**config.mk**
```make
export PLATFORM = sky130hd
export DESIGN_NAME = ubuf_partition_alloc
export DESIGN_NICKNAME = d
export VERILOG_FILES = /design/src/rtl/ubuf_part_pkg.sv /design/src/rtl/ubuf_size_gate.sv /design/src/rtl/ubuf_layout_mac.sv /design/src/rtl/ubuf_partition_alloc.sv
export SDC_FILE = /design/constraint.sdc
export NUM_CORES = 1
export LEC_CHECK = 0
export ABC_CLOCK_PERIOD_IN_PS = 7500
export CAP_MARGIN = 20
export CORE_ASPECT_RATIO = 1.2
export CORE_MARGIN = 5
export CORE_UTILIZATION = 45
export CTS_CLUSTER_SIZE = 25
export DETAILED_ROUTE_END_ITERATION = 16
export GPL_TIMING_DRIVEN = 0
export PLACE_DENSITY = 0.66
export RECOVER_POWER = 50
export SETUP_SLACK_MARGIN = 0.5
export SLEW_MARGIN = 25
export SYNTH_ARGS = -nofsm -noshare
export SYNTH_HDL_FRONTEND = slang
export SYNTH_SLANG_ARGS = --single-unit
```
**constraint.sdc**
```tcl
create_clock -name clk -period 7.5 [get_ports clk]
set_clock_uncertainty 0.15 [all_clocks]
set_input_delay 1.5 -clock clk [delete_from_list [all_inputs] [get_ports clk]]
set_output_delay 1.5 -clock clk [all_outputs]
set_load 0.05 [all_outputs]
```
**src/rtl/ubuf_part_pkg.sv**
```systemverilog
// Package: shared types and tier count tables for the buffer partition allocator.
// Assumes five regions in the fixed order vertex, geometry, clip, setup, constant.
package ubuf_part_pkg;

    localparam int NREG      = 5;
    localparam int REG_SETUP = 3;
    localparam int REG_CONST = 4;

    typedef enum logic [1:0] {
        TIER_BOOST = 2'd0,
        TIER_PREF  = 2'd1,
        TIER_MIN   = 2'd2
    } tier_e;

    typedef enum logic [1:0] {
        ST_IDLE  = 2'd0,
        ST_CALC  = 2'd1,
        ST_JUDGE = 2'd2
    } state_e;

    localparam logic [1:0] MODE_WIDE = 2'd1;
    localparam logic [1:0] MODE_MID  = 2'd2;

    // Entry count of region k for tier t under a device mode.
    function automatic int tier_count(tier_e t, logic [1:0] mode, int k);
        int pref;
        int res;
        case (k)
            0:       pref = 32;
            1:       pref = 8;
            2:       pref = 10;
            3:       pref = 8;
            default: pref = 4;
        endcase
        res = pref;
        case (t)
            TIER_MIN: begin
                case (k)
                    0:       res = 16;
                    1:       res = 4;
                    2:       res = 5;
                    default: res = 1;
                endcase
            end
            TIER_BOOST: begin
                if (k == 0 && mode == MODE_WIDE) res = 128;
                if (k == 0 && mode == MODE_MID)  res = 64;
                if (k == REG_SETUP && mode == MODE_WIDE) res = 48;
            end
            default: res = pref;
        endcase
        return res;
    endfunction

    // True when the mode has a boosted tier to try first.
    function automatic logic mode_boosted(logic [1:0] mode);
        return (mode == MODE_WIDE) || (mode == MODE_MID);
    endfunction

endpackage

```
**src/rtl/ubuf_size_gate.sv**
```systemverilog
// Size gate: clamps incoming entry sizes to at least 1, holds the sizes used
// by the last recalculation, and decides whether a strobe needs a new layout.
// Assumes load_i is raised only for a strobe that is accepted.
module ubuf_size_gate #(
    parameter int SZW = 6
) (
    input  logic           clk,
    input  logic           rst_n,
    input  logic [SZW-1:0] vtx_raw_i,
    input  logic [SZW-1:0] setup_raw_i,
    input  logic [SZW-1:0] const_raw_i,
    input  logic           load_i,
    input  logic           constrained_i,
    output logic [SZW-1:0] vtx_q_o,
    output logic [SZW-1:0] setup_q_o,
    output logic [SZW-1:0] const_q_o,
    output logic           need_o
);

    logic [SZW-1:0] vtx_c, setup_c, const_c;
    logic           grew, differs;

    // Clamp each size up to one.
    always_comb begin
        vtx_c   = (vtx_raw_i   == '0) ? SZW'(1) : vtx_raw_i;
        setup_c = (setup_raw_i == '0) ? SZW'(1) : setup_raw_i;
        const_c = (const_raw_i == '0) ? SZW'(1) : const_raw_i;
    end

    // Trigger rule: any growth, or any change while constrained.
    always_comb begin
        grew    = (vtx_c > vtx_q_o) || (setup_c > setup_q_o) || (const_c > const_q_o);
        differs = (vtx_c != vtx_q_o) || (setup_c != setup_q_o) || (const_c != const_q_o);
        need_o  = grew || (constrained_i && differs);
    end

    // Store the clamped sizes when a recalculation is accepted.
    always_ff @(posedge clk) begin
        if (!rst_n) begin
            vtx_q_o   <= '0;
            setup_q_o <= '0;
            const_q_o <= '0;
        end else if (load_i) begin
            vtx_q_o   <= vtx_c;
            setup_q_o <= setup_c;
            const_q_o <= const_c;
        end
    end

endmodule

```
**src/rtl/ubuf_layout_mac.sv**
```systemverilog
// Layout accumulator: one count-times-size product per step. Before each step
// it captures the running sum as the start of the region being added.
// Assumes steps arrive with index 0..NREG-1 in order after a clear.
module ubuf_layout_mac #(
    parameter int CNTW = 8,
    parameter int SZW  = 6,
    parameter int ACCW = 17,
    parameter int OFFW = 12,
    parameter int NREG = 5,
    parameter int IDXW = 3
) (
    input  logic                       clk,
    input  logic                       rst_n,
    input  logic                       clr_i,
    input  logic                       step_i,
    input  logic [IDXW-1:0]            idx_i,
    input  logic [CNTW-1:0]            cnt_i,
    input  logic [SZW-1:0]             size_i,
    output logic [ACCW-1:0]            acc_o,
    output logic [NREG-1:1][OFFW-1:0]  starts_o
);

    logic [ACCW-1:0] prod;

    // Product of the current region's count and entry size.
    always_comb prod = ACCW'(cnt_i) * ACCW'(size_i);

    // Running end-of-layout sum.
    always_ff @(posedge clk) begin
        if (!rst_n || clr_i) acc_o <= '0;
        else if (step_i)     acc_o <= acc_o + prod;
    end

    // Per-region start capture, one register per region after the first.
    for (genvar g = 1; g < NREG; g++) begin : g_start
        always_ff @(posedge clk) begin
            if (!rst_n)
                starts_o[g] <= '0;
            else if (step_i && idx_i == IDXW'(g))
                starts_o[g] <= OFFW'(acc_o);
        end
    end

endmodule

```
**src/rtl/ubuf_partition_alloc.sv**
```systemverilog
// Top: tiered search for the region entry counts of a shared entry buffer.
// Tries boosted (larger modes only), then preferred, then minimum counts.
// Each tier takes NREG accumulate cycles and one judge cycle. Outputs update
// only when a search ends.
// Assumes total_size_i and mode_i are sampled with the accepted strobe.
module ubuf_partition_alloc #(
    parameter int SZW  = 6,
    parameter int OFFW = 12,
    parameter int CNTW = 8
) (
    input  logic            clk,
    input  logic            rst_n,
    input  logic            recalc_i,
    input  logic [1:0]      mode_i,
    input  logic [SZW-1:0]  vtx_size_i,
    input  logic [SZW-1:0]  setup_size_i,
    input  logic [SZW-1:0]  const_size_i,
    input  logic [OFFW-1:0] total_size_i,
    output logic            busy_o,
    output logic [OFFW-1:0] geo_start_o,
    output logic [OFFW-1:0] clip_start_o,
    output logic [OFFW-1:0] setup_start_o,
    output logic [OFFW-1:0] const_start_o,
    output logic            constrained_o,
    output logic            fence_pulse_o,
    output logic            fatal_o
);
    import ubuf_part_pkg::*;

    localparam int IDXW = $clog2(NREG);
    localparam int ACCW = CNTW + SZW + 3;

    state_e          state_q;
    tier_e           tier_q;
    logic [IDXW-1:0] k_q;
    logic [1:0]      mode_q;
    logic [OFFW-1:0] tot_q;
    logic            work_cons_q;

    logic [SZW-1:0]  vtx_sz, setup_sz, const_sz, size_sel;
    logic [CNTW-1:0] cnt_sel;
    logic            need, accept, fits;
    logic [ACCW-1:0] acc;
    logic [NREG-1:1][OFFW-1:0] starts;

    assign accept = (state_q == ST_IDLE) && recalc_i && need;

    ubuf_size_gate #(.SZW(SZW)) gate_i (
        .clk           (clk),
        .rst_n         (rst_n),
        .vtx_raw_i     (vtx_size_i),
        .setup_raw_i   (setup_size_i),
        .const_raw_i   (const_size_i),
        .load_i        (accept),
        .constrained_i (constrained_o),
        .vtx_q_o       (vtx_sz),
        .setup_q_o     (setup_sz),
        .const_q_o     (const_sz),
        .need_o        (need)
    );

    // Pick the count and entry size of the region being accumulated.
    always_comb begin
        cnt_sel = CNTW'(tier_count(tier_q, mode_q, int'(k_q)));
        if (k_q == IDXW'(REG_CONST))      size_sel = const_sz;
        else if (k_q == IDXW'(REG_SETUP)) size_sel = setup_sz;
        else                              size_sel = vtx_sz;
    end

    ubuf_layout_mac #(
        .CNTW(CNTW), .SZW(SZW), .ACCW(ACCW), .OFFW(OFFW), .NREG(NREG), .IDXW(IDXW)
    ) mac_i (
        .clk      (clk),
        .rst_n    (rst_n),
        .clr_i    (state_q != ST_CALC),
        .step_i   (state_q == ST_CALC),
        .idx_i    (k_q),
        .cnt_i    (cnt_sel),
        .size_i   (size_sel),
        .acc_o    (acc),
        .starts_o (starts)
    );

    // Fit test: end of the constant region against the total size.
    always_comb fits = acc <= {{(ACCW-OFFW){1'b0}}, tot_q};

    assign busy_o = (state_q != ST_IDLE);

    // Search sequencer and result registers.
    always_ff @(posedge clk) begin
        if (!rst_n) begin
            state_q       <= ST_IDLE;
            tier_q        <= TIER_PREF;
            k_q           <= '0;
            mode_q        <= '0;
            tot_q         <= '0;
            work_cons_q   <= 1'b0;
            geo_start_o   <= '0;
            clip_start_o  <= '0;
            setup_start_o <= '0;
            const_start_o <= '0;
            constrained_o <= 1'b0;
            fence_pulse_o <= 1'b0;
            fatal_o       <= 1'b0;
        end else begin
            fence_pulse_o <= 1'b0;
            case (state_q)
                ST_IDLE: begin
                    if (accept) begin
                        mode_q      <= mode_i;
                        tot_q       <= total_size_i;
                        tier_q      <= mode_boosted(mode_i) ? TIER_BOOST : TIER_PREF;
                        work_cons_q <= 1'b0;
                        k_q         <= '0;
                        state_q     <= ST_CALC;
                    end
                end
                ST_CALC: begin
                    if (k_q == IDXW'(NREG - 1)) begin
                        k_q     <= '0;
                        state_q <= ST_JUDGE;
                    end else begin
                        k_q <= k_q + 1'b1;
                    end
                end
                ST_JUDGE: begin
                    if (fits) begin
                        geo_start_o   <= starts[1];
                        clip_start_o  <= starts[2];
                        setup_start_o <= starts[3];
                        const_start_o <= starts[4];
                        constrained_o <= work_cons_q;
                        fatal_o       <= 1'b0;
                        fence_pulse_o <= 1'b1;
                        state_q       <= ST_IDLE;
                    end else if (tier_q == TIER_BOOST) begin
                        tier_q      <= TIER_PREF;
                        work_cons_q <= 1'b1;
                        state_q     <= ST_CALC;
                    end else if (tier_q == TIER_PREF) begin
                        tier_q      <= TIER_MIN;
                        work_cons_q <= 1'b1;
                        state_q     <= ST_CALC;
                    end else begin
                        fatal_o       <= 1'b1;
                        constrained_o <= 1'b1;
                        state_q       <= ST_IDLE;
                    end
                end
                default: state_q <= ST_IDLE;
            endcase
        end
    end

endmodule

```
==> results of run 1 <==
[registers in the layout (all words and copies together) (netlist names), 3 cells and up]
signal and count:
setup_start_o 12, mac_i.starts_o 48, mac_i.acc_o 17, tot_q 12, gate_i.const_q_o 6, geo_start_o 12
clip_start_o 12, gate_i.setup_q_o 6, gate_i.vtx_q_o 6, const_start_o 12, k_q 3
[worst max-delay path by stage]
stage | start | to | slack [ns] | cells after the start
4_1_cts | k_q[2]$_SDFFE_PN0P_ | mac_i.acc_o[12]$_SDFFE_PP0P_ | 0.67 | 24
6_report | k_q[2]$_SDFFE_PN0P_ | mac_i.acc_o[12]$_SDFFE_PP0P_ | 0.99 | 24
2_1_floorplan | k_q[2]$_SDFFE_PN0P_ | mac_i.acc_o[14]$_SDFFE_PP0P_ | 1.68 | 24
3_3_place_gp | k_q[2]$_SDFFE_PN0P_ | mac_i.acc_o[12]$_SDFFE_PP0P_ | 0.71 | 24
3_5_place_dp | k_q[2]$_SDFFE_PN0P_ | mac_i.acc_o[14]$_SDFFE_PP0P_ | 0.68 | 24
5_1_grt | k_q[0]$_SDFFE_PN0P_ | mac_i.acc_o[12]$_SDFFE_PP0P_ | 0.53 | 23
[layout by cell type (no fill, tap or decap), types with 4 or more instances in the layout]
cell type        count
fa_1                36
clkdlybuf4s50_1     82
nor3_1              10
o211ai_1             4
nand2b_1             9
clkbuf_16           17
clkinv_4             5
buf_2                4
a21oi_1             77
nor2b_1             10
clkbuf_1            38
a211oi_1             6
xor2_1               5
nand3_1              8
dfxtp_1            156
o21ai_0              9
buf_6                6
ha_1                66
a22o_1              49
and2_1              12
inv_1              116
a31oi_1              5
nand2_1            137
dlygate4sd3_1        4
nor2_1              90
xnor2_1              9
inv_8                5
clkinv_8             4
a21o_1              16
mux2i_1             34
and3_1               8
[metrics by stage]
stage | instance area, sq um | hold WS (ns) | power (mW) | util | setup slack [ns]
after detailed placement | 9640 | 0.296 | 1.12 | 0.515 | 0.679
after global placement | 9640 | 0.291 | 1.12 | 0.515 | 0.706
after CTS | 10200 | 0.305 | 1.96 | 0.547 | 0.674
after global routing | 10200 | 0.323 | 2.04 | 0.547 | 0.526
after floorplan | 8460 | 0.286 | 1.05 | - | 1.68
final | 10200 | 0.303 | 1.95 | 0.547 | 0.994
[cells by family (layout without fill, tap and decap cells)]
| group | after synthesis | after routing | synth area share |
|---|---|---|---|
| xor+xnor | 14 | 14 | 0.0145 |
| mux | 35 | 35 | 0.0415 |
| flops | 156 | 156 | 0.369 |
| simple gates | 301 | 301 | 0.156 |
| compound gates | 193 | 193 | 0.156 |
| fa+ha+maj | 102 | 102 | 0.183 |
| buf+inv | 166 | 284 | 0.0803 |
[report_power, final]
part           total (mW)  internal [mW]  leakage (nW)  switching [mW]
registers           0.863          0.845          1.26          0.0177
clock network       0.848          0.448         0.292           0.400
logic               0.238          0.101          2.73           0.136
total                1.95           1.40          4.29           0.554
[cell type report]
| class | instances | area (sq um) |
|---|---|---|
| fillers | 1779 | 8480 |
| flip-flops and latches | 156 | 3120 |
| clock buffers | 17 | 425 |
| multi-input cells | 645 | 4660 |
| inverters | 116 | 435 |
| plain buffers | 50 | 240 |
| well taps | 256 | 320 |
| clock inverters | 15 | 174 |
| repair buffers | 86 | 861 |
[worst max-delay path, cell delays in order (launching register included)]
cell and delay (ns):
dfxtp_1 0.30, clkbuf_2 0.17, inv_1 0.14, ha_1 0.18, clkbuf_1 0.29, clkbuf_2 0.33
mux2i_1 0.39, a21oi_1 0.22, and2_1 0.21, fa_1 0.51, inv_1 0.06, fa_1 0.52
inv_1 0.05, fa_1 0.53, inv_1 0.05, fa_1 0.49, inv_1 0.04, ha_1 0.35
a21o_1 0.18, a221oi_1 0.27, o21ai_1 0.20, a21boi_0 0.31, o21bai_1 0.12, xnor2_1 0.13
nor2_1 0.20
[metal layers]
layer / GRT usage / vias up
met5: 0 / -
met2: 0.331 / 117
met4: 0.0619 / 0
met1: 0.224 / 3128
met3: 0.0299 / 19
li1: - / 3434
[repair_timing]
item	CTS	global route
hold buffers	0	0
buffers inserted	0	0
setup endpoints to repair	0	4
gates resized for setup	0	5
==> flow_metrics.tcl, run 1 <==
set metrics [dict create \
    fin_tns_setup_ns 0 \
    clk_pin_slew_worst_paths_ns 0.06 \
    die_w_microns 135 \
    min-delay-start "mac_i.starts_o[3]$_SDFFE_PN0P_" \
    hold_viol_final 0 \
    ys_seq_elements 156 \
    wl_per_cell_microns 14.5 \
    initial_core_util 0.452 \
    ir_worst_vdd_uv 158 \
    worst_skew_pair.late_latency_ns 0.43 \
    required_ns 7.68 \
    min_period_ns 6.51 \
    max_freq_mhz 154 \
    met1Wirelength_microns 8730 \
    ff2ff_setup_slack_ns 0.99 \
    setup_violations 0 \
    synth_edf_count 0 \
    max_slew_margin 0.511 \
    wl_met3_microns 683 \
    synth_most_common_cell "dfxtp_1" \
    cts_sinks 156 \
    antenna_left 0 \
    period_share 0.867 \
    synth_area_leaders "dfxtp_1 (37%), ha_1 (9.8%), fa_1 (8.5%), nand2_1 (6.1%), inv_1 (5.1%)" \
    syn_nets 1104 \
    routed_wl_microns 19500 \
    critical_path.max_fanout 10 \
    synth_cells 967 \
    tritoncts "built" \
    yosysWarnings 0 \
    vias 6698 \
    fp.dieArea_sq_um 21700 \
    r2r_end "mac_i.acc_o[12]$_SDFFE_PP0P_" \
    r2r-start "k_q[2]$_SDFFE_PN0P_" \
    synth_top_area_frac 0.369 \
    diodes 0 \
    dr.pass1.iters 4 \
    hold_path_class "register to register" \
    numPortBuffers 86 \
    top_layer "met4" \
    boundaryPins 87 \
    critPathKind "register to register" \
    drtIter0Drc 289 \
    cts-root-buf "clkbuf_16" \
    htreeDepth 4 \
    yosys-top-cells-count "dfxtp_1 (156), nand2_1 (137), inv_1 (116), nor2_1 (90), a21oi_1 (77)" \
    slew_viol_final 0 \
    grt_pass1_wl_microns 32000 \
    viasPerCell 4.99 \
    nNetsFinal 1209 \
    ys_seq_area_frac 0.369 \
    area_growth_pct 21.0 \
    grt_pass1_vias 6526 \
    synthArstFlopShare 0 \
    antenna_found_initial 0 \
    cts_buffer_depth 2 \
    hpwl_microns 15200 \
    routed-wl-met2_microns 9710 \
    power.density_nw_per_um2 190 \
    drv_cap 0 \
    die_h_microns 160 \
    rows 55 \
    end_kind "register" \
    status "completed" \
    cts_inserted_buffers 17 \
    tightest_slew_ns 0.734 \
    synth_flop_cell "dfxtp_1" \
    netlist_area_sq_um 8460 \
    rsz0062_at_grt "false" \
    reg2reg_depth 24 \
    dp_cells 1309 \
    drc 0 \
    crit_arrival_ns 6.69 \
    synth_cell_type_count 56 \
    core_sq_um 18700 \
    gr-total-overflow 0 \
    gp_congestion 0.869 \
    layout-drive-gt1-share 0.0488 \
    grt_usage 0.185 \
    power.leakage_nw 4.29 \
    whs_endpoint "mac_i.starts_o[3]$_SDFFE_PN0P_" \
    syn_area_per_cell_sq_um 8.75 \
    min_path_cells 2 \
    instances_no_fill 1341 \
    yosys.area.top_type "dfxtp_1" \
    start_kind "register" \
    grt_max_degree 19 \
]
Note: power is estimated with default switching activity, not from simulation.
==> run 2: changes to the inputs <==
CAP_MARGIN = default   (was 20)
CORE_ASPECT_RATIO = default   (was 1.2)
==> run 2 against run 1 <==
Compared with the run above: die area about the same; highest routed layer unchanged; critical path type unchanged; critical path depth decreased by 1; combinational power about the same; hold slack improved by 0.00069 ns; setup slack got worse by 0.087 ns.
==> flow_metrics.tcl, run 2 (synthesized netlist as in run 1, its figures left out) <==
set metrics [dict create \
    critical_path.max_fanout 10 \
    hpwl_microns 15500 \
    dp_cells 1287 \
    boundaryPins 87 \
    wl_met3_microns 944 \
    switching_share 0.264 \
    met1Wirelength_microns 9310 \
    gr-total-overflow 0 \
    area_growth_pct 20.5 \
    min-delay-start "mac_i.starts_o[17]$_SDFFE_PN0P_" \
    fp.dieArea_sq_um 21600 \
    layout_commonest_cell "dfxtp_1" \
    routed-wl-met2_microns 9360 \
    r2r-start "k_q[0]$_SDFFE_PN0P_" \
    min_path_cells 2 \
    drtIter0Drc 430 \
    ff2ff_setup_slack_ns 0.91 \
    max_freq_mhz 152 \
    viasPerCell 5.19 \
    tightest_slew_ns 0.955 \
    cts_buffer_depth 2 \
    rsz0062_at_grt "false" \
    internal_power_mw 1.45 \
    hold_viol_final 0 \
    p_switching_uw 519 \
    cts_sinks 156 \
    htreeDepth 4 \
    cts_inserted_buffers 17 \
    p_comb_frac 0.122 \
    die_w_microns 147 \
    rows 50 \
    fin_tns_setup_ns 0 \
    core_sq_um 18600 \
    grt_pass1_vias 6595 \
    grt_pass1_wl_microns 33300 \
    tritoncts "built" \
    required_ns 7.68 \
    grt_max_degree 17 \
    cts-root-buf "clkbuf_16" \
    reg2reg_depth 23 \
    slowest_stage "fa_1" \
    min_period_ns 6.59 \
    instances_no_fill 1319 \
    whs_endpoint "mac_i.starts_o[17]$_SDFFE_PN0P_" \
    layout-drive-gt1-share 0.0479 \
    crit_chain "inv_1 > ha_1 > nand2_1 > clkbuf_1 > clkbuf_1 > nor2_1 > a21oi_1 > nand2_1 > fa_1 > fa_1 > inv_1 > fa_1 > inv_1 > fa_1 > inv_1 > ha_1 > and2_1 > a221oi_1 > o21ai_1 > a21boi_0 > o21bai_1 > xnor2_1 > nor2_1" \
    wl_per_cell_microns 15.2 \
    antenna_left 0 \
    drc 0 \
    vias 6852 \
    nNetsFinal 1209 \
    die_h_microns 147 \
    initial_core_util 0.455 \
    end_kind "register" \
    grt_usage 0.189 \
    max_flop_register "mac_i.starts_o" \
    crit_arrival_ns 6.77 \
    gp_congestion 0.827 \
    critPathKind "register to register" \
    r2r_end "mac_i.acc_o[12]$_SDFFE_PP0P_" \
    antenna_found_initial 0 \
    routed_wl_microns 20000 \
    drv_cap 0 \
    top_layer "met4" \
    setup_violations 0 \
    dr.pass1.iters 5 \
    status "completed" \
    most-common-layout-cells "dfxtp_1 (156), nand2_1 (137), inv_1 (116)" \
    slew_viol_final 0 \
    worst_skew_pair.late_latency_ns 0.42 \
    power.density_nw_per_um2 193 \
    slowest_delay_ns 0.53 \
    top_regs "mac_i.starts_o (48), mac_i.acc_o (17)" \
    post_cts_buffers 0 \
    p_total_mw 1.97 \
    period_share 0.879 \
    hold_path_class "register to register" \
    diodes 0 \
    clk_pin_slew_worst_paths_ns 0.06 \
    pre_cts_slack_ns 0.677 \
    power_frac_seq 0.440 \
    largest_reg_flops 48 \
    max_slew_margin 0.354 \
    start_kind "register" \
    fin_ws_ns 0.907 \
    power.leakage_nw 4.42 \
    ir_worst_vdd_uv 166 \
    pwr-share-clk 0.438 \
    numPortBuffers 86 \
    hold_ws_ns 0.303 \
]
## run 2: changes by cell type in the layout (fill, tap and decap cells not counted), sizes merged
cell / delta
clkbuf: -1
bufinv: +2
buf: +3
clkdlybuf4s50: -40
dlygate4sd3: +40
clkinv: -8
clkinvlp: +4
## run 2: final cells by class
class / instances / area (sq um)
Tap cell: 234 / 293
Inverter: 116 / 435
Multi-Input combinational cell: 645 / 4650
Timing Repair Buffer: 86 / 861
Clock inverter: 13 / 156
Fill cell: 1749 / 8380
Sequential cell: 156 / 3120
Clock buffer: 19 / 433
Buffer: 50 / 243
## run 2: power groups by stage
stage	combinational [mW]	clock [mW]	sequential, mW
floorplan	0.173	0	0.874
global placement	0.235	0	0.882
detailed placement	0.240	0	0.882
CTS	0.242	0.876	0.864
global route	0.273	0.914	0.865
finish	0.240	0.862	0.864
## run 2: worst max-delay path by stage
stage,start,endpoint,slack (ns)
2_1_floorplan,k_q[2]$_SDFFE_PN0P_,mac_i.acc_o[14]$_SDFFE_PP0P_,1.68
3_3_place_gp,k_q[2]$_SDFFE_PN0P_,mac_i.acc_o[14]$_SDFFE_PP0P_,0.70
3_5_place_dp,k_q[2]$_SDFFE_PN0P_,mac_i.acc_o[14]$_SDFFE_PP0P_,0.68
4_1_cts,k_q[2]$_SDFFE_PN0P_,mac_i.acc_o[14]$_SDFFE_PP0P_,0.64
5_1_grt,k_q[0]$_SDFFE_PN0P_,mac_i.acc_o[14]$_SDFFE_PP0P_,0.40
6_report,k_q[0]$_SDFFE_PN0P_,mac_i.acc_o[12]$_SDFFE_PP0P_,0.91
## run 2: per-layer routing
metal,track usage,vias to the layer above
li1,-,3443
met5,0,-
met3,0.0345,34
met1,0.250,3213
met2,0.317,162
met4,0.0592,0
## run 2: critical path, delay by kind of cell (launching register included)
kind            cells  cell delay [ns]
xor+xnor            1             0.13
compound gates      5             1.33
fa+ha+maj           6             2.67
buf+inv             6             1.02
flops               1             0.41
simple gates        5             0.78
## run 2: per-stage QoR
step | area (sq um) | util
detailed placement | 9620 | 0.518
floorplan | 8460 | -
finish | 10200 | 0.549
global placement | 9620 | 0.518
global route | 10200 | 0.549
CTS | 10200 | 0.549
## run 2: timing repair
item | CTS | global route
gates resized for setup | 0 | 6
setup endpoints to repair | 0 | 4
hold endpoints to repair | 0 | 0
hold buffers | 0 | 0
